===== config.mk =====
export PLATFORM = sky130hd
export DESIGN_NAME = i2c_regbank_target
export DESIGN_NICKNAME = d
export VERILOG_FILES = /design/src/rtl/i2c_tgt_pkg.sv /design/src/rtl/i2c_tgt_sync.sv /design/src/rtl/i2c_tgt_regs.sv /design/src/rtl/i2c_tgt_engine.sv /design/src/rtl/i2c_regbank_target.sv
export SDC_FILE = /design/constraint.sdc
export NUM_CORES = 2
export LEC_CHECK = 0
export ABC_CLOCK_PERIOD_IN_PS = 3160
export BUFFER_PORTS_ARGS = -buffer_cell sky130_fd_sc_hd__buf_2
export CAP_MARGIN = 40
export CORE_ASPECT_RATIO = 1.2
export CORE_UTILIZATION = 45
export DETAILED_ROUTE_END_ITERATION = 8
export PLACE_DENSITY = 0.66
export SYNTH_ARGS = -nofsm -noshare
export SYNTH_HDL_FRONTEND = slang
export SYNTH_HIERARCHICAL = 1
export SYNTH_SLANG_ARGS = --single-unit

===== constraint.sdc =====
create_clock -name clk_i -period 3.16 [get_ports clk_i]
set_input_delay 0.158 -clock clk_i [delete_from_list [all_inputs] [get_ports clk_i]]
set_output_delay 0.158 -clock clk_i [all_outputs]
set_load 0.03 [all_outputs]

===== src/rtl/i2c_tgt_pkg.sv =====
package i2c_tgt_pkg;
  typedef enum logic [2:0] {
    ST_IDLE,
    ST_ADDR,
    ST_SUB,
    ST_WDAT,
    ST_ACK,
    ST_RDAT,
    ST_MACK
  } tgt_state_e;
endpackage


===== src/rtl/i2c_tgt_sync.sv =====
module i2c_tgt_sync #(
  parameter int STAGES = 2
) (
  input  logic clk_i,
  input  logic rst_ni,
  input  logic scl_i,
  input  logic sda_i,
  output logic scl_o,
  output logic sda_o,
  output logic scl_rise_o,
  output logic scl_fall_o,
  output logic start_o,
  output logic stop_o
);
  logic [STAGES-1:0] scl_ff, sda_ff;
  logic scl_d, sda_d;

  always_ff @(posedge clk_i or negedge rst_ni) begin
    if (!rst_ni) begin
      scl_ff <= '1;
      sda_ff <= '1;
      scl_d  <= 1'b1;
      sda_d  <= 1'b1;
    end else begin
      scl_ff <= {scl_ff[STAGES-2:0], scl_i};
      sda_ff <= {sda_ff[STAGES-2:0], sda_i};
      scl_d  <= scl_ff[STAGES-1];
      sda_d  <= sda_ff[STAGES-1];
    end
  end

  assign scl_o      = scl_ff[STAGES-1];
  assign sda_o      = sda_ff[STAGES-1];
  assign scl_rise_o = scl_o & ~scl_d;
  assign scl_fall_o = ~scl_o & scl_d;
  // SDA edge while SCL steadily high
  assign start_o    = scl_o & scl_d & sda_d & ~sda_o;
  assign stop_o     = scl_o & scl_d & ~sda_d & sda_o;
endmodule


===== src/rtl/i2c_tgt_regs.sv =====
module i2c_tgt_regs #(
  parameter int AW = 8,
  parameter int DW = 8
) (
  input  logic          clk_i,
  input  logic          rst_ni,
  input  logic          we_i,
  input  logic [AW-1:0] waddr_i,
  input  logic [DW-1:0] wdata_i,
  input  logic [AW-1:0] raddr_i,
  output logic [DW-1:0] rdata_o
);
  localparam int NUM_REGS = 1 << AW;
  logic [DW-1:0] mem [NUM_REGS];

  for (genvar g = 0; g < NUM_REGS; g++) begin : g_reg
    always_ff @(posedge clk_i or negedge rst_ni) begin
      if (!rst_ni)                                  mem[g] <= '0;
      else if (we_i && waddr_i == AW'(g))           mem[g] <= wdata_i;
    end
  end

  assign rdata_o = mem[raddr_i];
endmodule


===== src/rtl/i2c_tgt_engine.sv =====
module i2c_tgt_engine
  import i2c_tgt_pkg::*;
#(
  parameter int         AW      = 8,
  parameter logic [5:0] ADDR_HI = 6'b101110
) (
  input  logic          clk_i,
  input  logic          rst_ni,
  input  logic          strap_i,
  input  logic          sda_s_i,
  input  logic          scl_rise_i,
  input  logic          scl_fall_i,
  input  logic          start_i,
  input  logic          stop_i,
  input  logic [7:0]    rd_data_i,
  output logic          wr_en_o,
  output logic [AW-1:0] wr_addr_o,
  output logic [7:0]    wr_data_o,
  output logic [AW-1:0] ptr_o,
  output logic [2:0]    bit_cnt_o,
  output logic          armed_o,
  output logic          strap_o,
  output logic          sda_oe_o
);
  tgt_state_e state_q, next_q;
  logic [7:0] shreg_q;
  logic       ack_ph_q, nack_q;
  logic [7:0] byte_in;
  logic [6:0] dev_addr;

  assign byte_in  = {shreg_q[6:0], sda_s_i};
  assign dev_addr = {ADDR_HI, strap_o};

  always_ff @(posedge clk_i or negedge rst_ni) begin
    if (!rst_ni) begin
      state_q   <= ST_IDLE;
      next_q    <= ST_IDLE;
      shreg_q   <= '0;
      ack_ph_q  <= 1'b0;
      nack_q    <= 1'b0;
      bit_cnt_o <= '0;
      ptr_o     <= '0;
      wr_en_o   <= 1'b0;
      wr_addr_o <= '0;
      wr_data_o <= '0;
      armed_o   <= 1'b0;
      strap_o   <= 1'b0;
      sda_oe_o  <= 1'b0;
    end else begin
      wr_en_o <= 1'b0;
      if (!armed_o) begin
        armed_o <= 1'b1;
        strap_o <= strap_i;
      end
      if (start_i) begin
        state_q   <= ST_ADDR;
        bit_cnt_o <= '0;
        ack_ph_q  <= 1'b0;
        sda_oe_o  <= 1'b0;
      end else if (stop_i) begin
        state_q   <= ST_IDLE;
        bit_cnt_o <= '0;
        ack_ph_q  <= 1'b0;
        sda_oe_o  <= 1'b0;
      end else begin
        unique case (state_q)
          ST_ADDR, ST_SUB, ST_WDAT: begin
            if (scl_rise_i) begin
              shreg_q   <= byte_in;
              bit_cnt_o <= bit_cnt_o + 3'd1;
              if (bit_cnt_o == 3'd7) begin
                if (state_q == ST_ADDR) begin
                  if (byte_in[7:1] == dev_addr) begin
                    state_q <= ST_ACK;
                    next_q  <= byte_in[0] ? ST_RDAT : ST_SUB;
                  end else begin
                    state_q <= ST_IDLE;  // not ours: stay off the bus
                  end
                end else if (state_q == ST_SUB) begin
                  ptr_o   <= byte_in[AW-1:0];
                  state_q <= ST_ACK;
                  next_q  <= ST_WDAT;
                end else begin
                  wr_en_o   <= 1'b1;
                  wr_addr_o <= ptr_o;
                  wr_data_o <= byte_in;
                  ptr_o     <= ptr_o + AW'(1);
                  state_q   <= ST_ACK;
                  next_q    <= ST_WDAT;
                end
              end
            end
          end
          ST_ACK: begin
            if (scl_fall_i) begin
              if (!ack_ph_q) begin
                sda_oe_o <= 1'b1;
                ack_ph_q <= 1'b1;
              end else begin
                ack_ph_q  <= 1'b0;
                bit_cnt_o <= '0;
                if (next_q == ST_RDAT) begin
                  shreg_q  <= rd_data_i;
                  sda_oe_o <= ~rd_data_i[7];
                  ptr_o    <= ptr_o + AW'(1);
                  state_q  <= ST_RDAT;
                end else begin
                  sda_oe_o <= 1'b0;
                  state_q  <= next_q;
                end
              end
            end
          end
          ST_RDAT: begin
            if (scl_fall_i) begin
              if (bit_cnt_o == 3'd7) begin
                sda_oe_o <= 1'b0;
                state_q  <= ST_MACK;
              end else begin
                shreg_q   <= {shreg_q[6:0], 1'b0};
                sda_oe_o  <= ~shreg_q[6];
                bit_cnt_o <= bit_cnt_o + 3'd1;
              end
            end
          end
          ST_MACK: begin
            if (scl_rise_i && !ack_ph_q) begin
              nack_q   <= sda_s_i;
              ack_ph_q <= 1'b1;
            end else if (scl_fall_i && ack_ph_q) begin
              ack_ph_q  <= 1'b0;
              bit_cnt_o <= '0;
              if (nack_q) begin
                state_q <= ST_IDLE;
              end else begin
                shreg_q  <= rd_data_i;
                sda_oe_o <= ~rd_data_i[7];
                ptr_o    <= ptr_o + AW'(1);
                state_q  <= ST_RDAT;
              end
            end
          end
          default: ;
        endcase
      end
    end
  end
endmodule


===== src/rtl/i2c_regbank_target.sv =====
module i2c_regbank_target #(
  parameter int         REG_AW      = 8,
  parameter int         SYNC_STAGES = 2,
  parameter logic [5:0] ADDR_HI     = 6'b101110
) (
  input  logic clk_i,
  input  logic rst_ni,
  input  logic strap_i,
  input  logic scl_i,
  input  logic sda_i,
  output logic sda_oe_o
);
  logic scl_s, sda_s, scl_rise, scl_fall, start_det, stop_det;
  logic wr_en, strap_armed, strap_q;
  logic [REG_AW-1:0] wr_addr, ptr;
  logic [7:0] wr_data, rd_data;
  logic [2:0] bit_cnt;

  i2c_tgt_sync #(.STAGES(SYNC_STAGES)) u_sync (
    .clk_i, .rst_ni, .scl_i, .sda_i,
    .scl_o(scl_s), .sda_o(sda_s),
    .scl_rise_o(scl_rise), .scl_fall_o(scl_fall),
    .start_o(start_det), .stop_o(stop_det)
  );

  i2c_tgt_engine #(.AW(REG_AW), .ADDR_HI(ADDR_HI)) u_engine (
    .clk_i, .rst_ni, .strap_i,
    .sda_s_i(sda_s), .scl_rise_i(scl_rise), .scl_fall_i(scl_fall),
    .start_i(start_det), .stop_i(stop_det), .rd_data_i(rd_data),
    .wr_en_o(wr_en), .wr_addr_o(wr_addr), .wr_data_o(wr_data),
    .ptr_o(ptr), .bit_cnt_o(bit_cnt), .armed_o(strap_armed),
    .strap_o(strap_q), .sda_oe_o
  );

  i2c_tgt_regs #(.AW(REG_AW), .DW(8)) u_regs (
    .clk_i, .rst_ni,
    .we_i(wr_en), .waddr_i(wr_addr), .wdata_i(wr_data),
    .raddr_i(ptr), .rdata_o(rd_data)
  );
endmodule


==> impl_metrics.py <==
metrics = {
    "outcome": {
        "status": "finished, violations left",
        "failed_checks": "DRC, setup timing",
    },
    "worst_hold_path": {
        "hold_depth": 3,
        "hold_class": "in -> reg",
        "hold-path-endpoint": "u_engine/strap_o$_DFFE_PN0N_",
        "min_from": "strap_i",
    },
    "clock_network": {
        "htreeDepth": 4,
        "cts.clk_slew.worst_paths_ps": 60,
        "clk_path_buf_depth": 3,
        "cts_root_buf": "clkbuf_16",
        "cts.sinks": 2100,
        "clock_latency_ps": 870,
        "numCtsBuffers": 207,
        "cts_tree": "yes",
    },
    "route": {
        "vias": 57900,
        "first_pass_iters": 7,
        "viasPerCell": 5.97,
        "drt-met1-wl_um": 111000,
        "highest_layer": "met5",
        "drc": 4,
        "wl_met3_um": 13300,
        "wirelength_um": 270000,
        "met2_length_um": 133000,
        "drtAntennaViolNets": 0,
        "detail_route.iter0.violations": 4575,
        "wl_per_cell_um": 27.9,
    },
    "setup_path": {
        "r2r_slack_ps": -160,
        "critPathMaxStageDelay_ps": 510,
        "critPathLaunch": "u_engine/ptr_o[0]$_DFFE_PN0P_",
        "reg2regPathDepth": 13,
        "path_max_fanout": 8,
        "critPathLaunchType": "register",
        "r2r-end": "u_engine/shreg_q[6]$_DFFE_PN0P_",
        "critical-path-top-delay-family": "multiplexers",
        "arrival_ps": 4070,
        "slowest_stage": "dfrtp_4",
        "end_kind": "register",
        "reg2reg_from": "u_engine/ptr_o[0]$_DFFE_PN0P_",
        "crit_chain": "buf_12 -> buf_16 -> buf_16 -> buf_12 -> mux4_2 -> mux2i_1 -> o2111ai_1 -> o21ai_0 -> o32ai_4 -> nor4bb_1 -> nand2_1 -> nand2_1 -> mux2_2",
        "required_ps": 3900,
        "path_class": "reg -> reg",
        "crit_buf_inv": 4,
    },
    "job": {
        "max_cap_violations": 0,
    },
    "power": {
        "pwr-share-comb_pct": 4.2,
        "swShare_pct": 22.4,
        "power_frac_clock_pct": 46.2,
        "leakage_nw": 52.6,
        "internal-power_mw": 42.4,
        "pwr-share-seq_pct": 49.6,
        "vdd.ir_drop.worst_mv": 0.608,
        "switchingPower_mw": 12.3,
        "pwr_density_cell_nw_per_um2": 487,
    },
    "logic_synthesis": {
        "ys.flop_type": "dfrtp_1",
        "syn_nets": 6239,
        "yosys.area_share.simple_pct": 2.62,
        "synthDistinctLibCells": 75,
        "yosysSeqAreaShare_pct": 54.8,
        "syn_area_per_cell_um2": 15.4,
        "synth_compound_area_share_pct": 2.85,
        "ys_warn_count": 6,
        "synth_area_leaders": "dfrtp_1 55%, mux2_2 24%, mux4_2 11%",
        "yosysTopAreaCellShare_pct": 54.6,
        "yosysTopAreaCell": "dfrtp_1",
        "synth_edf_count": 0,
        "synth_top_family_by_area": "multiplexers",
        "synthCells": 6231,
        "synth_xor_xnor_area_share_pct": 0.00913,
        "synth_adder_area_share_pct": 0.0391,
        "async_flop_share_pct": 100,
        "synth.cell_area_um2": 96000,
        "yosys_register_bits": 2100,
        "synthMuxAreaShare_pct": 37.2,
    },
    "timing": {
        "min_period_ps": 3320,
        "worst_pin_slew_ps": 918,
        "setup_ws_ps": -162,
        "rsz0062_at_grt": "yes",
        "holdWs_ps": 57.3,
        "finalCritPeriodShare_pct": 105,
        "drv_slew": 0,
        "final_hold_viol_count": 0,
        "skew_ps": 57.3,
        "finalSetupViolations": 8,
        "fmax_ghz": 0.301,
        "relSlewSlack_pct": 38.8,
    },
    "floorplanning": {
        "io_pins": 6,
        "core-area_um2": 212000,
        "start_util_pct": 45.3,
        "rows": 185,
        "dieWidth_um": 424,
        "die_y_um": 508,
        "design.die.area_um2": 215000,
    },
    "global_routing": {
        "grtUsageTotal_pct": 25.3,
        "grt_start_max_net_pins": 130,
        "first_global_vias": 61700,
        "grt_pass1_wl_um": 410000,
        "grt.overflow.total": 0,
        "antenna_found_initial": 8,
    },
    "final_layout": {
        "finish.instance_area_um2": 112000,
        "drive_above_1_share_pct": 54.4,
        "area_growth_pct": 17.0,
        "fill_cells": 17100,
        "nNetsFinal": 6726,
    },
    "placement": {
        "port_buffers": 5,
        "gp_congestion": 0.890,
        "pre_cts_slack_ps": -769,
        "place_area_um2": 104000,
        "dp.final_hpwl_um": 178000,
    },
}
Yosys cell counts, types with 24 or more instances:
| cell | number |
|---|---|
| nor3_1 | 24 |
| nand2_1 | 182 |
| o221ai_1 | 46 |
| o21ai_0 | 41 |
| mux2_2 | 2079 |
| buf_6 | 39 |
| nor2_1 | 237 |
| dfrtp_1 | 2094 |
| buf_2 | 58 |
| mux4_2 | 478 |
| mux2i_1 | 136 |
| a22oi_1 | 50 |
| clkbuf_1 | 320 |
| a22o_1 | 28 |
| o22ai_1 | 35 |
| a21oi_1 | 76 |
| a221oi_1 | 34 |
| nand3_1 | 28 |
per-layer routing:
| layer | up-vias | track usage (%) |
|---|---|---|
| met1 | 31500 | 33.0 |
| met4 | 4 | 11.1 |
| met3 | 548 | 3.93 |
| li1 | 24300 | - |
| met2 | 1582 | 41.8 |
| met5 | - | 0 |
power groups by stage:
stage | clock network [mW] | registers [mW] | logic, mW
2_1_floorplan | 0 | 27.6 | 1.06
3_3_place_gp | 0 | 27.6 | 2.04
3_5_place_dp | 0 | 27.6 | 2.07
4_1_cts | 25.8 | 27.1 | 2.27
5_1_grt | 26.7 | 27.1 | 2.54
6_report | 25.3 | 27.1 | 2.32
placed cells by master, fill, tap and decap left out, types with 14 or more instances in the layout:
cell and n:
a221oi_1 15, nor3_1 21, a21oi_1 63, clkbuf_1 59, buf_16 15, o21ai_0 37, o221ai_1 41, inv_1 15
clkinv_2 28, a22oi_1 33, nand2_1 173, buf_6 16, clkbuf_16 212, buf_4 575, nor2b_1 19, nor2_1 233
o22ai_1 32, clkbuf_8 55, mux4_2 478, nand2b_1 14, nand3_1 24, a221oi_2 15, a22oi_2 17, dfrtp_1 2081
buf_12 110, mux2_2 2078, mux2i_1 134, a22o_1 26
state kept, by name (all words and copies together) (netlist names), 2 cells and up:
signal / cells
u_engine/bit_cnt_o: 3
u_engine/next_q: 3
u_engine/ptr_o: 8
u_engine/shreg_q: 7
u_engine/state_q: 3
u_engine/wr_addr_o: 8
u_engine/wr_data_o: 8
u_regs/mem: 2048
u_sync/scl_ff: 2
u_sync/sda_ff: 2
through the flow:
step	utilization, %	total power [mW]	std cells	TNS [ps]
after global routing	53.0	56.4	9696	-1460
after CTS	52.7	55.2	9667	-769
final	53.0	54.7	9701	-974
after global placement	48.9	29.7	9238	-4980
after floorplan	-	28.6	6231	0
after detailed placement	48.9	29.7	9243	-4330
cells by family after synthesis:
group           after synthesis
simple gates                566
buf+inv                     479
compound gates              383
fa+ha+maj                     3
mux                        2698
xor+xnor                      1
other cells                   1
flops                      2100
worst min-delay path, delay by kind of cell:
family	cells	cell delay, ps
buf+inv	2	610
mux	1	120
final cells by class:
class	count	area (µm²)	area share, %
Clock buffer	323	6210	5.53
Timing Repair Buffer	739	7440	6.63
Sequential cell	2100	52600	46.9
Tap cell	2805	3510	3.13
Inverter	18	67.6	0.0602
Clock inverter	58	777	0.692
Antenna cell	6	15.0	0.0134
Multi-Input combinational cell	3652	41600	37.1
what timing repair did:
item	CTS	global route
setup buffers	34	26
gates cloned	6	3
setup endpoints to repair	8	8
gates resized for setup	116	49
pin swaps	20	18
hold buffers	7	0
endpoints found under the hold margin	934	0
worst max path at each step:
| stage | slack (ps) | depth (start not counted) | end |
|---|---|---|---|
| 6_report | -160 | 13 | u_engine/shreg_q[6]$_DFFE_PN0P_ |
| 5_1_grt | -210 | 13 | u_engine/sda_oe_o$_DFFE_PN0P_ |
| 4_1_cts | -130 | 14 | u_engine/sda_oe_o$_DFFE_PN0P_ |
| 3_5_place_dp | -770 | 13 | u_engine/shreg_q[4]$_DFFE_PN0P_ |
| 3_3_place_gp | -820 | 14 | u_engine/shreg_q[4]$_DFFE_PN0P_ |
| 2_1_floorplan | 280 | 13 | u_engine/shreg_q[0]$_DFFE_PN0P_ |
No activity file was read; power rests on OpenSTA's default activity.
